**config.mk**
```make
export PLATFORM = sky130hd
export DESIGN_NAME = mpx_expand
export DESIGN_NICKNAME = d
export VERILOG_FILES = /design/src/rtl/mpx_pkg.sv /design/src/rtl/mpx_sort.sv /design/src/rtl/mpx_align.sv /design/src/rtl/mpx_addr.sv /design/src/rtl/mpx_expand.sv
export SDC_FILE = /design/constraint.sdc
export NUM_CORES = 1
export LEC_CHECK = 0
export BUFFER_PORTS_ARGS = -buffer_cell sky130_fd_sc_hd__buf_4
export CORE_MARGIN = 4
export CORE_UTILIZATION = 35
export DETAILED_ROUTE_END_ITERATION = 10
export GPL_TIMING_DRIVEN = 0
export RECOVER_POWER = 50
export SYNTH_ARGS = -nofsm -noshare
export SYNTH_HDL_FRONTEND = slang
export SYNTH_HIERARCHICAL = 1
export SYNTH_SLANG_ARGS = --single-unit
export TNS_END_PERCENT = 100
```
**constraint.sdc**
```tcl
create_clock -name clk -period 9.8 [get_ports clk]
set_input_delay 1.47 -clock clk [delete_from_list [all_inputs] [get_ports clk]]
set_output_delay 1.47 -clock clk [all_outputs]
set_load 0.005 [all_outputs]
```
**src/rtl/mpx_pkg.sv**
```systemverilog
package mpx_pkg;
    localparam int unsigned COORD_W = 12;

    typedef struct packed {
        logic [COORD_W-1:0] x;
        logic [COORD_W-1:0] y;
    } point_t;

    localparam logic [13:0] OFS_CORNER_A = 14'h2070;
    localparam logic [13:0] OFS_CORNER_B = 14'h2074;
    localparam logic [13:0] OFS_PATTERN  = 14'h20c4;
    localparam logic [13:0] OFS_INK      = 14'h20d0;
    localparam logic [13:0] OFS_GO       = 14'h29f0;
endpackage

```
**src/rtl/mpx_sort.sv**
```systemverilog
module mpx_sort
    import mpx_pkg::*;
(
    input  point_t a,
    input  point_t b,
    output point_t lo,
    output point_t hi
);
    always_comb begin
        lo.x = (b.x < a.x) ? b.x : a.x;
        hi.x = (b.x < a.x) ? a.x : b.x;
        lo.y = (b.y < a.y) ? b.y : a.y;
        hi.y = (b.y < a.y) ? a.y : b.y;
    end
endmodule

```
**src/rtl/mpx_align.sv**
```systemverilog
module mpx_align
    import mpx_pkg::*;
#(
    parameter int unsigned PAT_W       = 32,
    parameter int unsigned NARROW_SPAN = 15
) (
    input  logic [COORD_W-1:0] span,
    input  logic [PAT_W-1:0]   pat_in,
    output logic [PAT_W-1:0]   pat_out
);
    localparam int unsigned HALF = PAT_W / 2;

    logic narrow;
    always_comb begin
        narrow  = (span <= COORD_W'(NARROW_SPAN));
        pat_out = narrow ? (pat_in << HALF) : pat_in;
    end
endmodule

```
**src/rtl/mpx_addr.sv**
```systemverilog
module mpx_addr
    import mpx_pkg::*;
#(
    parameter int unsigned ADDR_W  = 32,
    parameter int unsigned FB_W    = 1280,
    parameter int unsigned FB_H    = 1024,
    parameter logic [ADDR_W-1:0] FB_BASE = 32'h3800_0000
) (
    input  logic [COORD_W-1:0] x,
    input  logic [COORD_W-1:0] y,
    output logic [ADDR_W-1:0]  addr,
    output logic               in_frame
);
    localparam logic [ADDR_W-1:0] STRIDE = ADDR_W'(FB_W);

    always_comb begin
        addr     = FB_BASE + ADDR_W'(x) + ADDR_W'(y) * STRIDE;
        in_frame = (32'(x) < FB_W) && (32'(y) < FB_H);
    end
endmodule

```
**src/rtl/mpx_expand.sv**
```systemverilog
module mpx_expand
    import mpx_pkg::*;
#(
    parameter int unsigned ADDR_W      = 32,
    parameter int unsigned FB_W        = 1280,
    parameter int unsigned FB_H        = 1024,
    parameter logic [ADDR_W-1:0] FB_BASE = 32'h3800_0000,
    parameter int unsigned PAT_W       = 32,
    parameter int unsigned NARROW_SPAN = 15,
    parameter int unsigned REG_AW      = 14,
    parameter int unsigned DATA_W      = 32,
    parameter int unsigned PIX_W       = 8
) (
    input  logic              clk,
    input  logic              rst_n,
    input  logic              cfg_we,
    input  logic [REG_AW-1:0] cfg_addr,
    input  logic [DATA_W-1:0] cfg_wdata,
    output logic              busy,
    output logic              mem_valid,
    input  logic              mem_ready,
    output logic [ADDR_W-1:0] mem_addr,
    output logic [PIX_W-1:0]  mem_data
);
    localparam int unsigned XF_LSB = 16;
    localparam logic [ADDR_W-1:0] FB_END = FB_BASE + ADDR_W'(FB_W * FB_H);

    typedef struct packed {
        point_t             corner_a;
        point_t             corner_b;
        logic [PAT_W-1:0]   pattern;
        logic [PIX_W-1:0]   colour;
        logic               run;
        point_t             lo;
        point_t             hi;
        logic [COORD_W-1:0] x;
        logic [COORD_W-1:0] y;
        logic [PAT_W-1:0]   shreg;
        logic [PIX_W-1:0]   ink;
    } state_t;

    state_t st_q, st_d;

    point_t           sort_lo, sort_hi;
    logic [PAT_W-1:0] aligned;
    logic [ADDR_W-1:0] pix_addr;
    logic             in_frame;
    logic             want, advance;
    point_t           wr_point;

    mpx_sort u_sort (
        .a  (st_q.corner_a),
        .b  (st_q.corner_b),
        .lo (sort_lo),
        .hi (sort_hi)
    );

    mpx_align #(.PAT_W(PAT_W), .NARROW_SPAN(NARROW_SPAN)) u_align (
        .span    (sort_hi.x - sort_lo.x),
        .pat_in  (st_q.pattern),
        .pat_out (aligned)
    );

    mpx_addr #(.ADDR_W(ADDR_W), .FB_W(FB_W), .FB_H(FB_H), .FB_BASE(FB_BASE)) u_addr (
        .x        (st_q.x),
        .y        (st_q.y),
        .addr     (pix_addr),
        .in_frame (in_frame)
    );

    always_comb begin
        st_d       = st_q;
        wr_point.x = cfg_wdata[XF_LSB +: COORD_W];
        wr_point.y = cfg_wdata[0 +: COORD_W];
        want       = st_q.run && st_q.shreg[PAT_W-1] && in_frame;
        advance    = st_q.run && (!want || mem_ready);

        if (cfg_we) begin
            if (cfg_addr == REG_AW'(OFS_CORNER_A)) st_d.corner_a = wr_point;
            if (cfg_addr == REG_AW'(OFS_CORNER_B)) st_d.corner_b = wr_point;
            if (cfg_addr == REG_AW'(OFS_PATTERN))  st_d.pattern  = cfg_wdata[PAT_W-1:0];
            if (cfg_addr == REG_AW'(OFS_INK))      st_d.colour   = cfg_wdata[PIX_W-1:0];
            if (cfg_addr == REG_AW'(OFS_GO) && !st_q.run) begin
                st_d.run   = 1'b1;
                st_d.lo    = sort_lo;
                st_d.hi    = sort_hi;
                st_d.x     = sort_lo.x;
                st_d.y     = sort_lo.y;
                st_d.shreg = aligned;
                st_d.ink   = st_q.colour;
            end
        end

        if (advance) begin
            st_d.shreg = st_q.shreg << 1;
            if (st_q.x == st_q.hi.x) begin
                st_d.x = st_q.lo.x;
                if (st_q.y == st_q.hi.y) st_d.run = 1'b0;
                else                     st_d.y   = st_q.y + 1'b1;
            end else begin
                st_d.x = st_q.x + 1'b1;
            end
        end
    end

    always_ff @(posedge clk or negedge rst_n) begin
        if (!rst_n) st_q <= '0;
        else        st_q <= st_d;
    end

    assign busy      = st_q.run;
    assign mem_valid = want;
    assign mem_addr  = pix_addr;
    assign mem_data  = st_q.ink;

    AST_STORE_ONLY_WHEN_BUSY: assert property (@(posedge clk) disable iff (!rst_n)
        mem_valid |-> busy);
    AST_STORE_INSIDE_FRAME: assert property (@(posedge clk) disable iff (!rst_n)
        mem_valid |-> (mem_addr >= FB_BASE && mem_addr < FB_END));
    AST_STALL_HOLDS: assert property (@(posedge clk) disable iff (!rst_n)
        (mem_valid && !mem_ready) |=> (mem_valid && $stable(mem_addr) && $stable(mem_data)));
    AST_X_WITHIN_SPAN: assert property (@(posedge clk) disable iff (!rst_n)
        st_q.run |-> (st_q.x >= st_q.lo.x && st_q.x <= st_q.hi.x));
    AST_Y_WITHIN_SPAN: assert property (@(posedge clk) disable iff (!rst_n)
        st_q.run |-> (st_q.y >= st_q.lo.y && st_q.y <= st_q.hi.y));
    AST_INK_LATCHED: assert property (@(posedge clk) disable iff (!rst_n)
        st_q.run |=> (!st_q.run || $stable(st_q.ink)));
endmodule

```
**Word level (Yosys, flattened, before mapping)**

Index checks and enable logic that the tools add are counted.

- Bits in registers: 201
- Latch bits: 0
- Bits in writable memories: 0
- Memory bits (read-only): 0
- Memories: 0

- Add/sub/neg operators: 5
- Multiply operators: 1
- Div/mod/pow operators: 0
- $lt $le $gt $ge: 5
- Equality and inequality tests: 7
- Shift operators: 0
- Muxes and demuxes: 14
- Bitwise operators: 0
- Reductions and logical operators: 16

Operators with widths:

| kind | number |
|---|---|
| $mux W113 | 2 |
| $mux W12 | 7 |
| $eq A14 B14 Y1 const B | 5 |
| $mux W56 | 1 |
| $add A32 B23 Y32 | 1 |
| $mux W32 | 1 |
| $add A30 B12 Y31 const A | 1 |
| $add A12 B1 Y12 const B | 2 |
| $eq A12 B12 Y1 | 2 |
| $lt A12 B11 Y1 const B | 2 |
| $lt A12 B12 Y1 | 2 |
| $mul A12 B3 Y15 const B | 1 |
| $le A12 B4 Y1 const B | 1 |
| $reduce_and A2 Y1 | 6 |
| $sub A12 B12 Y12 | 1 |
| $logic_and A1 B1 Y1 | 5 |
| $reduce_bool A2 Y1 | 2 |
| $mux W1 | 3 |
| $logic_not A1 Y1 | 2 |
| $logic_or A1 B1 Y1 | 1 |

**Logic depth before layout (Yosys ltp)**

Gate-level depths: netlist of run 1.

- Word-level depth: 10
- Gate-level depth with buffers: 21
- Depth with buffers taken out: 19

**Hierarchy**

Netlist of run 1, hierarchy kept.

Modules (own cells, without submodules):

| module | instances | cells each | area an instance (um^2) | sequential area each (um^2) |
|---|---|---|---|---|
| mpx_expand | 1 | 795 | 8,797.2 | 4,729.5 |
| mpx_sort | 1 | 129 | 1,246.2 | 0.0 |
| mpx_addr | 1 | 138 | 1,121.1 | 0.0 |
| mpx_align | 1 | 38 | 322.8 | 0.0 |

**Worst setup path before layout of run 1**

Ideal clock, no wire load.

- Kind: reg2out
- Start: reg st_q[41] in the netlist's numbering
- End: out mem_addr[22]
- Arrival: 3.128 ns
- Data required time: 8.330 ns
- Path slack: 5.202 ns
- Stages on the path, launching flop included: 10
- Path buffers: 0
- Cell sequence: dfrtp_1 > ha_1 > ha_1 > fa_1 > a211o_1 > a2111oi_4 > a311o_2 > nand4_2 > or4_4 > o31ai_2

- Longest elaborated chain between the ends: 2

RTL lines:

| what | line | source |
|---|---|---|
| start: declaration | mpx_expand.sv:42 | `state_t st_q, st_d;` |
| start signal: assignment | mpx_expand.sv:108 | `else st_q <= st_d;` |
| $mul A12 B3 Y15 | mpx_addr.sv:17 | `addr = FB_BASE + ADDR_W'(x) + ADDR_W'(y) * STRIDE;` |
| $add A32 B23 Y32 | mpx_addr.sv:17 |  |
| end: declaration | mpx_expand.sv:22 | `output logic [ADDR_W-1:0] mem_addr,` |

No other way between the ends.

**Final worst setup path of run 1**

Same ends and word-level chain as after synthesis.

==> key figures, run 1 <==
Placed design
  – IO buf count: 82
  – DP HPWL: 21400 µm
  – Gpl congestion: 0.848
  – Placed cells: 1619

Clock tree
  – Clock Root Buffer: clkbuf_16
  – Number of H-tree levels: 4
  – Post-CTS setup buffers: 0
  – Clk_lat worst skew: 0.44 ns
  – CTS tree: built
  – Hold_buf cts: 0
  – Clock Sinks: 189
  – Cts bufs inserted: 17
  – Worst-path clk slew: about 0.070 ns
  – CTS Buffer Depth: 2
  – CTS resizes: 0

Finish
  – Fin cells: 1650
  – Share of layout cells above drive strength 1: approximately a quarter
  – NumNets Final: about 1300
  – Filler cells: between 3000 and 4000
  – Antenna fix cells: 0
  – Area growth from synthesis to layout: 15.4%

Timing
  – Final Max Slew Viols: 78
  – Achievable Freq: 0.186 GHz
  – Clock skew: 0.0155 ns
  – RSZ-0062 raised after global routing: false
  – Final period utilization: 54.9%
  – Min Tclk post-route: around 5.4 ns
  – Final setup viols: 0
  – Fin Setup TNS: 0 ns
  – Worst-Margin Slew: around 4.4 ns
  – Slew headroom: -194%
  – Final hold violations: 0

Synth
  – Post-Syn Instances: about 1100
  – Mean Syn Cell Area: around 10 µm²
  – Mapped cell area: 11500 µm²
  – Ys Warns: 6

Detailed routing
  – DR DRC count: 0
  – DR vias: 8205
  – Drt wl/cell: 16.9 µm
  – DRT iter0 DRCs: 513
  – Drt pass-1 iters: 6
  – Final WL: ~28000 µm
  – Final ANT Viol Nets: 0
  – Vias per inst: 4.97

Floorplan
  – FP Rows: 65
  – Core area: around 32000 µm²
  – Total die area: 35700 µm²
  – Die Y: 189 µm
  – IO Pins: 92
  – Starting Density: 35.8%
  – Die width: approximately 190 µm

Pwr
  – Clock power share: 43.3%
  – Sequential power share: 51.4%
  – Pwr/cell area: ~120 nW/µm²
  – Peak VDD IR: 0.0695 mV
  – Static leakage power: 6.71 nW
  – Internal power: 1.15 mW
  – Sw power: between 300 and 400 µW
  – Logic gate share of total power: 5.3%
  – Sw Ratio: between 20 and 25%

Min path
  – Worst hold path class: reg2reg

Global routing
  – First-pass GRT wire length: 45600 µm
  – GRT Overall Usage: approximately 16%
  – Met3 Usage GRT: ~3.2%
  – Initial antenna violation count: 0
  – Vias in the first global route: 8244
  – Total grt overflow: 0
  – Largest net degree at the start of global routing: 113
  – Grt met1 use: 22.3%
  – Most Crowded Layer GR: met2
  – Grt met2 use: 25.4%

Critical path
  – R2r setup slk: around 4.5 ns
  – Worst Path Arrival: between 3 and 4 ns
  – CP Cell Sequence: ha_1 -> ha_1 -> fa_1 -> a211o_1 -> a2111oi_4 -> a311o_2 -> nand4_2 -> or4_4 -> o31ai_2 -> buf_4
  – Cell repeated most along the worst path: ha_1
  – CP Max Fanout: 7
  – Critical Path End Type: primary output
  – WP buf/inv: 1
  – Req. time, crit path: 8.33 ns
  – Critical path's top delay family: compound AO/OA/AOI/OAI gates
  – Slowest CP cell: or4_4
  – Crit path largest cell delay: 0.59 ns
  – Type of origin of the critical path: flop
  – Crit Path Category: reg2out

Status
  – Run status: finished, violations left
  – Failing checks: capacitance limit, slew limit

Flow run
  – Max Cap Viol: 1
==> tightest hold or removal path: stages, from the launching register on <==
cell,delay (ns)
dfrtp_1,0.34
nand2_1,0.05
nand2_1,0.05
==> final cells by class <==
type | instances | area (µm²) | share of cell area (%)
inverters | 48 | 180 | 1.36
plain buffers | 71 | 433 | 3.27
repair buffers | 83 | 639 | 4.84
flip-flops and latches | 189 | 4730 | 35.8
clock inverters | 14 | 129 | 0.975
multi-input cells | 793 | 6140 | 46.4
well taps | 435 | 544 | 4.12
clock buffers | 17 | 425 | 3.22
==> registers in the layout, summed over array words and instances (netlist names) <==
| name | cells |
|---|---|
| busy | 1 |
| st_q | 180 |
| mem_data | 8 |
==> path summary, 6_finish.rpt <==
path | cells past startpoint | to | start
max | 10 | mem_addr[22] | st_q[41]$_DFF_PN0_
min | 2 | mem_data[6]$_DFFE_PN0P_ | st_q[119]$_DFFE_PN0P_
max reg2reg | 21 | st_q[26]$_DFFE_PN0P_ | st_q[190]$_DFFE_PN0P_
min reg2reg | 2 | mem_data[6]$_DFFE_PN0P_ | st_q[119]$_DFFE_PN0P_
max in group asynchronous | 1 | st_q[110]$_DFFE_PN0P_ | rst_n
min in group asynchronous | 1 | st_q[152]$_DFFE_PN0P_ | rst_n
==> power groups by stage <==
stage                     registers [mW]  clock network (mW)  logic [mW]
after floorplan                    0.798                   0      0.0323
after global placement             0.799                   0      0.0800
after detailed placement           0.799                   0      0.0823
after CTS                          0.784               0.679      0.0825
after global routing               0.784               0.713      0.0894
final                              0.784               0.660      0.0804
==> per-layer routing <==
metal | up-vias | wire [µm]
met4 | 0 | 337
li1 | 4014 | -
met2 | 146 | 13000
met3 | 19 | 1120
met1 | 4026 | 13500
met5 | - | 0
==> placed cells by master (no fill, tap or decap), drive strengths merged, types with 4 or more instances in the layout <==
cell type and n:
mux2i 34, dfrtp 189, nor2 17, nand4 10
inv 55, and3 5, xor2 35, a21o 14
a22oi 40, a21oi 28, mux2 154, or4 4
clkbuf 60, buf 111, and2 18, nor3 10
nand2 205, conb 9, o21a 4, ha 59
o21ai 32, xnor2 31, nand3 17, nor4 10
a211oi 6, clkinv 5, and4 4
==> stage by stage <==
stage	utilization [%]	total power, mW	instance area [µm²]	hold WS, ns	worst slack [ns]
3_3_place_gp	39.6	0.879	12600	0.454	4.69
5_1_grt	41.4	1.59	13200	0.498	3.71
2_1_floorplan	-	0.831	11500	0.435	5.20
4_1_cts	41.4	1.55	13200	0.479	4.37
3_5_place_dp	39.7	0.881	12700	0.462	4.57
6_report	41.4	1.52	13200	0.470	4.42
Note: power is estimated with default switching activity, not from simulation.
==> inputs of run 2 (changes only) <==
Clock period 9.8 ns to 4.8 ns, I/O delays scaled along.
==> key figures, run 2 (synthesis results as in run 1) <==
Status
  – Run status: finished, violations left
  – Failing checks: capacitance limit, slew limit

Critical path
  – FF-to-FF End: st_q[26]$_DFFE_PN0P_
  – Reg2Reg Launch Point: st_q[191]$_DFFE_PN0P_
  – Type of origin of the critical path: flop
  – Critical Path End Type: flop
  – R2r setup slk: 0.13 ns (-4.39 ns)
  – Crit Path Category: reg2reg
  – CP Max Fanout: 10 (+3)
  – Worst Reg-to-Reg Cells: 20 (-4.8%)
  – Worst Path Arrival: 4.97 ns (+1.06 ns)
  – Req. time, crit path: 5.10 ns (-3.23 ns)

Clock tree
  – Clock Root Buffer: clkbuf_16
  – Worst-path clk slew: 0.07 ns (about the same)
  – Number of H-tree levels: 4 (unchanged)
  – Cts bufs inserted: 17 (unchanged)
  – Clk_lat worst skew: 0.44 ns (about the same)
  – Clock Sinks: 189 (unchanged)
  – Hold_buf cts: 0 (unchanged)
  – CTS tree: built
  – CTS Buffer Depth: 2 (unchanged)

Placed design
  – Gpl congestion: 0.848 (unchanged)
  – IO buf count: 82 (unchanged)
  – DP Worst Slack: -0.433 ns (-5.00 ns)
  – DP HPWL: 21400 µm (unchanged)
  – Placed cells: 1619 (unchanged)

Timing
  – Achievable Freq: 0.214 GHz
  – Min Tclk post-route: 4.67 ns
  – Final period utilization: slightly below 100%
  – Final hold violations: 0 (unchanged)
  – Worst-Margin Slew: 3.69 ns (-0.717 ns)
  – RSZ-0062 raised after global routing: true
  – Final setup viols: 0 (unchanged)
  – Slew headroom: -146% (+48 points)
  – Clock skew: 0.0167 ns (+0.00116 ns)
  – Worst setup margin: 0.134 ns (-4.29 ns)
  – Final Max Slew Viols: 78 (unchanged)

Finish
  – Max reg flops: 180 (unchanged)
  – Fin cells: 1671 (+1.3%)
  – Multi-input logic area: 6240 µm² (+1.6%)
  – Filler cells: 3109 (-0.89%)
  – NumNets Final: 1335 (+1.5%)
  – Largest register by flop count: st_q
  – Area growth from synthesis to layout: 18.1%
  – Register area: 4730 µm² (about the same)
  – Most common cell after layout, fill and taps aside: nand2_1
  – Share of layout cells above drive strength 1: 27.9% (+2.8 points)
  – Commonest non-fill, non-tap cells in the layout: nand2_1 (204), dfrtp_1 (188), buf_4 (114)

Detailed routing
  – Final ANT Viol Nets: 0 (unchanged)
  – Drt wl/cell: 16.9 µm (-0.41%)
  – Drt pass-1 iters: 5 (-1)
  – DR vias: 8255 (+0.61%)
  – Final WL: 28200 µm (+0.86%)
  – Vias per inst: 4.94 (-0.66%)
  – DRT iter0 DRCs: 494 (-3.7%)
  – DR DRC count: 0 (unchanged)

Floorplan
  – Die width: 189 µm (unchanged)
  – Starting Density: 35.8% (unchanged)
  – Die Y: 189 µm (unchanged)
  – FP Rows: 65 (unchanged)
  – Core area: 32000 µm² (unchanged)
  – Total die area: 35700 µm² (unchanged)
  – IO Pins: 92 (unchanged)

Global routing
  – GRT Overall Usage: 15.9% (+0.027 points)
  – Largest net degree at the start of global routing: 113 (unchanged)
  – Vias in the first global route: 8286 (+0.51%)
  – First-pass GRT wire length: 45700 µm (+0.20%)
  – Initial antenna violation count: 0 (unchanged)
  – Total grt overflow: 0 (unchanged)

Pwr
  – Logic gate share of total power: 5.9% (+0.6 points)
  – Pwr/cell area: 232 nW/µm² (+100%)
  – Sw power: 772 µW (+110%)
  – Internal power: 2.36 mW (+110%)
  – Peak VDD IR: 0.143 mV (+110%)
  – Clock power share: 43.0% (-0.3 points)
  – Sw Ratio: 24.6% (about the same)
  – Sequential power share: 51.1% (-0.3 points)
  – Static leakage power: 6.87 nW (+2.3%)

Min path
  – Worst hold path startpoint: st_q[119]$_DFFE_PN0P_
  – WHS Path Cells: 2 (unchanged)
  – Hold Path Sink: mem_data[6]$_DFFE_PN0P_
  – Worst hold path class: reg2reg

Flow run
  – Max Cap Viol: 1 (unchanged)
run 2: cell types whose count changed in the layout (fill, tap and decap cells not counted), sizes merged:
cell          change
diode             +1
buf              +21
clkbuf            -2
dlymetal6s4s      +1
run 2: worst max-delay path by stage:
stage | start | endpoint | slack (ns)
final | st_q[191]$_DFFE_PN0P_ | st_q[26]$_DFFE_PN0P_ | 0.13
after floorplan | st_q[190]$_DFFE_PN0P_ | st_q[34]$_DFFE_PN0P_ | 0.42
after CTS | st_q[198]$_DFFE_PN0P_ | st_q[26]$_DFFE_PN0P_ | 0.004
after global routing | st_q[191]$_DFFE_PN0P_ | st_q[26]$_DFFE_PN0P_ | -0.03
after global placement | st_q[190]$_DFFE_PN0P_ | st_q[31]$_DFFE_PN0P_ | -0.31
after detailed placement | st_q[190]$_DFFE_PN0P_ | st_q[26]$_DFFE_PN0P_ | -0.43
run 2: metrics by stage:
stage                     power (mW)  hold slack [ns]  area, µm²  utilization [%]  TNS [ns]
after floorplan                 1.70            0.424      11500                -         0
after global placement          1.79            0.454      12600             39.6     -7.66
after detailed placement        1.80            0.462      12700             39.7    -10.94
after CTS                       3.16            0.287      13300             41.6         0
after global routing            3.26            0.482      13500             42.3    -0.108
final                           3.13            0.469      13500             42.3         0
run 2: routing by layer:
layer / GRT usage (%) / up-vias / share of wire [%]
met2: 25.5 / 154 / 46
met4: 3.48 / 0 / 1.2
met5: 0 / - / 0
li1: - / 4061 / -
met1: 22.3 / 4021 / 48
met3: 3.19 / 19 / 4.2
run 2: power by group through the flow:
| stage | Combinational, mW | Clock [mW] | Sequential (mW) |
|---|---|---|---|
| after floorplan | 0.0660 | 0 | 1.63 |
| after global placement | 0.163 | 0 | 1.63 |
| after detailed placement | 0.168 | 0 | 1.63 |
| after CTS | 0.174 | 1.39 | 1.60 |
| after global routing | 0.205 | 1.46 | 1.60 |
| final | 0.186 | 1.35 | 1.60 |
run 2: cell type report:
type / instances / share of cell area [%]
Multi-Input combinational cell: 793 / 46.1
Sequential cell: 189 / 35.0
Timing Repair Buffer: 103 / 6.06
Tap cell: 435 / 4.02
Buffer: 71 / 3.37
Clock buffer: 17 / 3.14
Inverter: 48 / 1.33
Clock inverter: 14 / 0.953
Antenna cell: 1 / 0.0185
run 2: timing repair:
| action | 4_1_cts | 5_1_grt |
|---|---|---|
| gates resized for setup | 8 | 23 |
| cloned | 0 | 1 |
| endpoints found under the setup margin | 32 | 34 |
| setup buffers | 5 | 14 |
| pin swaps | 4 | 6 |
run 2: worst max-delay path, stage by stage (launching register included):
cell and delay (ns):
dfrtp_1 0.39, inv_1 0.06, ha_1 0.28, o21ai_0 0.22, o21bai_2 0.11, a221oi_4 0.23
buf_6 0.17, mux2_2 0.39, inv_1 0.10, ha_1 0.23, nor2b_1 0.13, o31a_1 0.27
or3_1 0.35, a41o_1 0.25, xor2_1 0.16, nor4_4 0.28, nand2_4 0.16, buf_6 0.19
mux2_2 0.27, a22oi_1 0.18, nand2_1 0.08
